$ cat config.mk
export PLATFORM = sky130hd
export DESIGN_NAME = hazard_fwd_ctrl
export DESIGN_NICKNAME = d
export VERILOG_FILES = /design/src/rtl/hzc_pkg.sv /design/src/rtl/hzc_src_conflict.sv /design/src/rtl/hzc_fwd_pick.sv /design/src/rtl/hzc_event_counters.sv /design/src/rtl/hazard_fwd_ctrl.sv
export SDC_FILE = /design/constraint.sdc
export NUM_CORES = 1
export LEC_CHECK = 0
export ABC_CLOCK_PERIOD_IN_PS = 4760
export BUFFER_PORTS_ARGS = -buffer_cell sky130_fd_sc_hd__buf_4
export CAP_MARGIN = 20
export CORE_ASPECT_RATIO = 2
export CORE_MARGIN = 8
export CORE_UTILIZATION = 55
export CTS_BUF_LIST = sky130_fd_sc_hd__clkbuf_2 sky130_fd_sc_hd__clkbuf_4 sky130_fd_sc_hd__clkbuf_8
export DETAILED_ROUTE_END_ITERATION = 10
export PLACE_DENSITY = 0.85
export SLEW_MARGIN = 0
export SYNTH_ARGS = -nofsm -noshare
export SYNTH_HDL_FRONTEND = slang
export SYNTH_SLANG_ARGS = --single-unit
$ cat constraint.sdc
create_clock -name clk -period 4.76 [get_ports clk]
set_clock_uncertainty 0.05 [all_clocks]
set_input_delay 1.19 -clock clk [delete_from_list [all_inputs] [get_ports clk]]
set_output_delay 1.19 -clock clk [all_outputs]
set_load 0.005 [all_outputs]
$ cat src/rtl/hzc_pkg.sv
package hzc_pkg;
    localparam int REG_IDX_W = 5;
    localparam int EVT_CNT_W = 32;

    typedef enum logic [1:0] {
        SRC_REGFILE = 2'd0,
        SRC_EXMEM   = 2'd1,
        SRC_MEMWB   = 2'd2
    } fwd_src_e;

    typedef enum logic {
        ST_FLOW      = 1'b0,
        ST_BR_SHADOW = 1'b1
    } ctl_state_e;
endpackage

$ cat src/rtl/hzc_src_conflict.sv
module hzc_src_conflict #(
    parameter int IDX_W = 5,
    parameter int NSRC  = 2
) (
    input  logic                       clk,
    input  logic                       rst,
    input  logic                       byp_en,
    input  logic [NSRC-1:0][IDX_W-1:0] src_idx,
    input  logic [NSRC-1:0]            src_use,
    input  logic [IDX_W-1:0]           dx_rd,
    input  logic                       dx_we,
    input  logic                       dx_load,
    input  logic [IDX_W-1:0]           xm_rd,
    input  logic                       xm_we,
    output logic                       raw_stall
);
    logic [NSRC-1:0] conflict;

    for (genvar i = 0; i < NSRC; i++) begin : g_src
        logic live;
        logic hit_dx;
        logic hit_xm;

        always_comb begin
            live   = src_use[i] && (src_idx[i] != '0);
            hit_dx = dx_we && (dx_rd == src_idx[i]);
            hit_xm = xm_we && (xm_rd == src_idx[i]);
            if (byp_en)
                conflict[i] = live && hit_dx && dx_load;
            else
                conflict[i] = live && (hit_dx || hit_xm);
        end


        zero_src_quiet_chk: assert property (@(posedge clk) disable iff (rst)
            ((src_idx[i] == '0) || !src_use[i]) |-> !conflict[i]);
    end

    assign raw_stall = |conflict;


    alu_no_wait_chk: assert property (@(posedge clk) disable iff (rst)
        (byp_en && !dx_load) |-> !raw_stall);
endmodule

$ cat src/rtl/hzc_fwd_pick.sv
module hzc_fwd_pick
    import hzc_pkg::*;
#(
    parameter int IDX_W = 5,
    parameter int NSRC  = 2
) (
    input  logic                       clk,
    input  logic                       rst,
    input  logic                       byp_en,
    input  logic                       advance,
    input  logic [NSRC-1:0][IDX_W-1:0] src_idx,
    input  logic [NSRC-1:0]            src_use,
    input  logic [IDX_W-1:0]           dx_rd,
    input  logic                       dx_we,
    input  logic [IDX_W-1:0]           xm_rd,
    input  logic                       xm_we,
    output logic [NSRC-1:0][1:0]       sel_q
);
    for (genvar i = 0; i < NSRC; i++) begin : g_op
        logic [1:0] sel_d;

        always_comb begin
            sel_d = SRC_REGFILE;
            if (byp_en && src_use[i] && (src_idx[i] != '0)) begin
                if (dx_we && (dx_rd == src_idx[i]))
                    sel_d = SRC_EXMEM;
                else if (xm_we && (xm_rd == src_idx[i]))
                    sel_d = SRC_MEMWB;
            end
        end

        always_ff @(posedge clk) begin
            if (rst)
                sel_q[i] <= SRC_REGFILE;
            else if (advance)
                sel_q[i] <= sel_d;
            else
                sel_q[i] <= SRC_REGFILE;
        end


        interlock_regfile_chk: assert property (@(posedge clk) disable iff (rst)
            !byp_en |=> (sel_q[i] == SRC_REGFILE));

        zero_src_nofwd_chk: assert property (@(posedge clk) disable iff (rst)
            (src_idx[i] == '0) |=> (sel_q[i] == SRC_REGFILE));

        hold_clears_sel_chk: assert property (@(posedge clk) disable iff (rst)
            !advance |=> (sel_q[i] == SRC_REGFILE));

        sel_code_legal_chk: assert property (@(posedge clk) disable iff (rst)
            sel_q[i] != 2'd3);
    end
endmodule

$ cat src/rtl/hzc_event_counters.sv
module hzc_event_counters #(
    parameter int CNT_W = 32,
    parameter int NEV   = 3
) (
    input  logic                      clk,
    input  logic                      rst,
    input  logic [NEV-1:0]            ev,
    output logic [NEV-1:0][CNT_W-1:0] cnt
);
    for (genvar e = 0; e < NEV; e++) begin : g_ev
        always_ff @(posedge clk) begin
            if (rst)
                cnt[e] <= '0;
            else if (ev[e])
                cnt[e] <= cnt[e] + 1'b1;
        end


        count_step_chk: assert property (@(posedge clk) disable iff (rst)
            ev[e] |=> (cnt[e] == $past(cnt[e]) + 1'b1));

        count_still_chk: assert property (@(posedge clk) disable iff (rst)
            !ev[e] |=> $stable(cnt[e]));
    end
endmodule

$ cat src/rtl/hazard_fwd_ctrl.sv
module hazard_fwd_ctrl
    import hzc_pkg::*;
#(
    parameter int IDX_W = REG_IDX_W,
    parameter int CNT_W = EVT_CNT_W
) (
    input  logic             clk,
    input  logic             rst,
    input  logic             byp_en,
    input  logic [IDX_W-1:0] id_rs1,
    input  logic             id_rs1_use,
    input  logic [IDX_W-1:0] id_rs2,
    input  logic             id_rs2_use,
    input  logic             id_branch,
    input  logic [IDX_W-1:0] dx_rd,
    input  logic             dx_we,
    input  logic             dx_load,
    input  logic [IDX_W-1:0] xm_rd,
    input  logic             xm_we,
    input  logic             mw_valid,
    output logic             pc_hold,
    output logic             ifid_hold,
    output logic             idex_bubble,
    output logic [1:0]       fwd_a_sel,
    output logic [1:0]       fwd_b_sel,
    output logic [CNT_W-1:0] stall_count,
    output logic [CNT_W-1:0] bubble_count,
    output logic [CNT_W-1:0] retire_count
);
    localparam int NSRC = 2;
    localparam int NEV  = 3;
    localparam int EV_STALL  = 0;
    localparam int EV_BUBBLE = 1;
    localparam int EV_RETIRE = 2;

    logic [NSRC-1:0][IDX_W-1:0] src_idx;
    logic [NSRC-1:0]            src_use;
    logic [NSRC-1:0][1:0]       sel_q;
    logic [NEV-1:0]             ev;
    logic [NEV-1:0][CNT_W-1:0]  cnt;

    ctl_state_e state_q, state_d;
    logic data_stall;
    logic hold;
    logic stall_ev;
    logic bubble_ev;

    assign src_idx = {id_rs2, id_rs1};
    assign src_use = {id_rs2_use, id_rs1_use};

    hzc_src_conflict #(.IDX_W(IDX_W), .NSRC(NSRC)) u_conf (
        .clk       (clk),
        .rst       (rst),
        .byp_en    (byp_en),
        .src_idx   (src_idx),
        .src_use   (src_use),
        .dx_rd     (dx_rd),
        .dx_we     (dx_we),
        .dx_load   (dx_load),
        .xm_rd     (xm_rd),
        .xm_we     (xm_we),
        .raw_stall (data_stall)
    );

    // State register
    always_ff @(posedge clk) begin
        if (rst)
            state_q <= ST_FLOW;
        else
            state_q <= state_d;
    end

    // Next state and outputs
    always_comb begin
        state_d   = state_q;
        hold      = 1'b0;
        stall_ev  = 1'b0;
        bubble_ev = 1'b0;
        unique case (state_q)
            ST_FLOW: begin
                hold     = data_stall;
                stall_ev = data_stall;
                if (!data_stall && id_branch)
                    state_d = ST_BR_SHADOW;
            end
            ST_BR_SHADOW: begin
                hold      = 1'b1;
                bubble_ev = 1'b1;
                state_d   = ST_FLOW;
            end
            default: state_d = ST_FLOW;
        endcase
    end

    assign pc_hold     = hold;
    assign ifid_hold   = hold;
    assign idex_bubble = hold;

    hzc_fwd_pick #(.IDX_W(IDX_W), .NSRC(NSRC)) u_pick (
        .clk     (clk),
        .rst     (rst),
        .byp_en  (byp_en),
        .advance (!hold),
        .src_idx (src_idx),
        .src_use (src_use),
        .dx_rd   (dx_rd),
        .dx_we   (dx_we),
        .xm_rd   (xm_rd),
        .xm_we   (xm_we),
        .sel_q   (sel_q)
    );

    assign fwd_a_sel = sel_q[0];
    assign fwd_b_sel = sel_q[1];

    always_comb begin
        ev            = '0;
        ev[EV_STALL]  = stall_ev;
        ev[EV_BUBBLE] = bubble_ev;
        ev[EV_RETIRE] = mw_valid;
    end

    hzc_event_counters #(.CNT_W(CNT_W), .NEV(NEV)) u_cnt (
        .clk (clk),
        .rst (rst),
        .ev  (ev),
        .cnt (cnt)
    );

    assign stall_count  = cnt[EV_STALL];
    assign bubble_count = cnt[EV_BUBBLE];
    assign retire_count = cnt[EV_RETIRE];


    shadow_single_chk: assert property (@(posedge clk) disable iff (rst)
        (state_q == ST_BR_SHADOW) |=> (state_q == ST_FLOW));

    branch_bubble_chk: assert property (@(posedge clk) disable iff (rst)
        (state_q == ST_FLOW && id_branch && !data_stall) |=> idex_bubble);

    no_stall_count_in_shadow_chk: assert property (@(posedge clk) disable iff (rst)
        (state_q == ST_BR_SHADOW) |=> $stable(stall_count));
endmodule

==> impl_metrics.tcl <==
set metrics [dict create \
    status "finished clean" \
    clock-sinks 101 \
    num_rows 48 \
    cp.required_ns 3.52 \
    p_seq_share_pct 57.1 \
    ant_nets 0 \
    p_leak_nw 2.32 \
    area_growth_pct 25.2 \
    first_pass_iters 4 \
    slowest_delay_ns 0.57 \
    synth_edf_count 0 \
    peakVddDrop_mv 0.212 \
    portBuffers 132 \
    grt_antenna_before_repair 0 \
    final_nets 719 \
    routed_wl_mm 12.7 \
    ys_types 41 \
    hold_viol 0 \
    grt_overflow 0 \
    preCtsSetupSlack_ns 0.533 \
    drv_cap 0 \
    seq_area_um2 2020 \
    pwr-share-clk_pct 36.7 \
    clock_latency_ns 0.36 \
    timing.setup.tns_ns 0 \
    gp_congestion 0.931 \
    vias 4481 \
    synth_xor_area_share_pct 14.6 \
    crit_family "simple AND/OR/NAND/NOR gates" \
    cts_buffer_depth 2 \
    synth_top_family_by_area "simple AND/OR/NAND/NOR gates" \
    intPower_w 0.00115 \
    cts_hold_buf 0 \
    synthArstFlopShare_pct 0 \
    fp.dieH_um 149 \
    critical_path_class "input pin to output port" \
    syn_avg_cell_area_um2 8.59 \
    cp_cell_sequence "buf_4 > or4_1 > o21ai_2 > nor4_4 > nor4_1 > a21o_1 > nand2b_1 > buf_4" \
    grt_max_degree 101 \
    h-tree-depth 3 \
    clkTransAtPathRegs_ns 0.10 \
    netlist_area_um2 4850 \
    synthMuxAreaShare_pct 1.08 \
    rsz0062_at_grt "false" \
    cts_root_buf "clkbuf_8" \
    vias_per_cell 5.66 \
    synth_seq_cells 101 \
    slowest_stage "or4_1" \
    worstSetupStartpointType "input pin" \
    clock.fmax_ghz 0.237 \
    cts_resized 0 \
    core_area_um2 8590 \
    netlist_instances 565 \
    swShare_pct 23.1 \
    synthAdderAreaFrac_pct 0.774 \
    drive_above_1_share_pct 24.3 \
    wire_per_inst_um 16.1 \
    fp.dieW_um 82.4 \
    synthFlopType "dfxtp_1" \
    drv_slew 0 \
    post-cts-setup-buffers 0 \
    stdcell_area_um2 6070 \
    hp-class "register to register" \
    grt_pass1_wl_mm 20.9 \
    synth-compound-area-share_pct 11.5 \
    fin_ws_ns 0.535 \
    post_dp_cell_area_um2 5870 \
    dp_hpwl_mm 9.76 \
    io_pins 133 \
    p_sw_w 0.000346 \
    cts_tree "built" \
    combPwrFrac_pct 6.2 \
    slew_headroom_pct 30.4 \
    fin_util_pct 70.7 \
    num_antenna_cells 0 \
    fin_crit_ns 4.22 \
    drt_iter0_drc 205 \
    fillers 708 \
    worstMarginPinSlew_ns 1.03 \
    dieArea_um2 12300 \
    ys.warnings.count 0 \
    cts_buffers 9 \
    hold_slack_ns 0.445 \
    crit_path_end_kind "output port" \
    crit_fanout 6 \
    ys_seq_area_share_pct 41.7 \
    crit_top_cell "buf_4" \
    grt_use_total_pct 20.9 \
    path_buf_inv 2 \
    setup_viol 0 \
    multi_input_area_um2 2670 \
    grt_pass1_vias 4652 \
    syn_nets 598 \
    yosys.area_share.simple_pct 27.0 \
    route.detailed.drc 0 \
    fin_crit_sh_pct 88.8 \
    rrSetupSlack_ns 2.10 \
    powerDensity_nw_per_um2 246 \
    start_util_pct 56.5 \
    worstPathArrival_ns 2.98 \
]
## per-stage QoR
step,total power [W],instances
after floorplan,0.000924,565
after global placement,0.000963,775
after detailed placement,0.000966,775
after CTS,0.00151,791
after global routing,0.00155,791
final,0.00150,791
## layout by cell type, fill, tap and decap left out, types with 2 or more instances in the layout
cell        Yosys  final
buf_4           3    133
dfxtp_1       101    101
nor2_1         86     86
xnor2_1        48     48
nand2_1        47     47
xor2_1         33     33
a21oi_1        31     31
nand3_1        30     30
or3_1          23     23
nand4_1        18     18
o21ai_0        18     18
and3_1         17     17
inv_1          14     14
clkbuf_8        0     10
or4_1           9      9
o31ai_1         9      9
a211oi_1        6      6
nand2b_1        4      4
a2111oi_2       4      4
o21ai_1         4      4
o21ai_2         3      3
nor4_4          3      3
a21o_1          3      3
and4_1          3      3
and2_1          3      3
mux2i_1         3      3
or2_2           3      3
ha_1            3      3
clkinvlp_4      0      3
nor3_2          2      2
nor4_1          2      2
o41ai_4         2      2
nor3_1          2      2
a2111oi_0       2      2
nor2b_1         2      2
## cells in the mapped netlist (2+ instances only)
cell | instances | area, um2
a21o_1 | 3 | 22.5
nor4_1 | 2 | 12.5
nor2b_1 | 2 | 12.5
nor3_2 | 2 | 20.0
o21ai_1 | 4 | 20.0
or3_1 | 23 | 144
buf_2 | 2 | 10.0
nand2_1 | 47 | 176
clkbuf_1 | 15 | 56.3
mux2i_1 | 3 | 30.0
ha_1 | 3 | 37.5
o21ai_0 | 18 | 90.1
inv_1 | 14 | 52.6
xnor2_1 | 48 | 420
and2_1 | 3 | 18.8
a2111oi_0 | 2 | 17.5
nor3_1 | 2 | 10.0
buf_4 | 3 | 22.5
nor2_1 | 86 | 323
nand3_1 | 30 | 150
buf_1 | 2 | 7.51
xor2_1 | 33 | 289
nand4_1 | 18 | 113
o21ai_2 | 3 | 26.3
o31ai_1 | 9 | 67.6
a2111oi_2 | 4 | 60.1
a21oi_1 | 31 | 155
nor4_4 | 3 | 63.8
dfxtp_1 | 101 | 2020
a211oi_1 | 6 | 45.0
or4_1 | 9 | 67.6
and4_1 | 3 | 26.3
o41ai_4 | 2 | 55.1
and3_1 | 17 | 106
nand2b_1 | 4 | 25.0
or2_2 | 3 | 18.8
## sequential cells by signal (all words and copies together) (netlist names)
name and flops:
state_q 1, u_cnt.cnt 96, u_pick.sel_q 4
## final timing paths
kind	start	end	cells after the start
worst max-delay path	id_rs2[0]	ifid_hold	8
worst min-delay path	u_cnt.cnt[95]	u_cnt.cnt[95]	2
worst max register to register	u_cnt.cnt[3]	u_cnt.cnt[27]	7
worst min register to register	u_cnt.cnt[95]	u_cnt.cnt[95]	2
## cell families after synthesis
kind of cell | count (synthesis)
buffers and inverters | 37
multiplexers | 5
flip-flops | 101
AO/OA/AOI/OAI | 82
AND/OR/NAND/NOR | 256
adder cells (fa/ha/maj) | 3
XOR/XNOR | 81
## per-layer routing
metal	GRT usage, %	wire (um)	up-vias
li1	-	-	2184
met1	20.4	4510	2141
met2	39.1	7020	131
met3	5.56	881	25
met4	8.23	297	0
met5	0	0	-
## power by group through the flow
stage / Sequential (W) / Combinational (W) / Clock, W
after floorplan: 0.000872 / 0.0000529 / 0
after global placement: 0.000873 / 0.0000895 / 0
after detailed placement: 0.000874 / 0.0000925 / 0
after CTS: 0.000854 / 0.0000929 / 0.000566
after global routing: 0.000855 / 0.000100 / 0.000599
final: 0.000854 / 0.0000923 / 0.000549
## worst register-to-register path: cells and delay by family (launching register included)
| family | cells | cell delay [ns] |
|---|---|---|
| AND/OR/NAND/NOR | 5 | 1.33 |
| AO/OA/AOI/OAI | 1 | 0.50 |
| flip-flops | 1 | 0.48 |
| XOR/XNOR | 1 | 0.17 |
## final cells by class
class	count	share of cell area [%]
clock buffer	10	2.27
clock inverter	6	1.15
inverter	14	0.865
multi-input combinational	427	43.9
sequential	101	33.3
tap	100	2.06
timing repair buffer	133	16.4
Note: power is estimated with default switching activity, not from simulation.
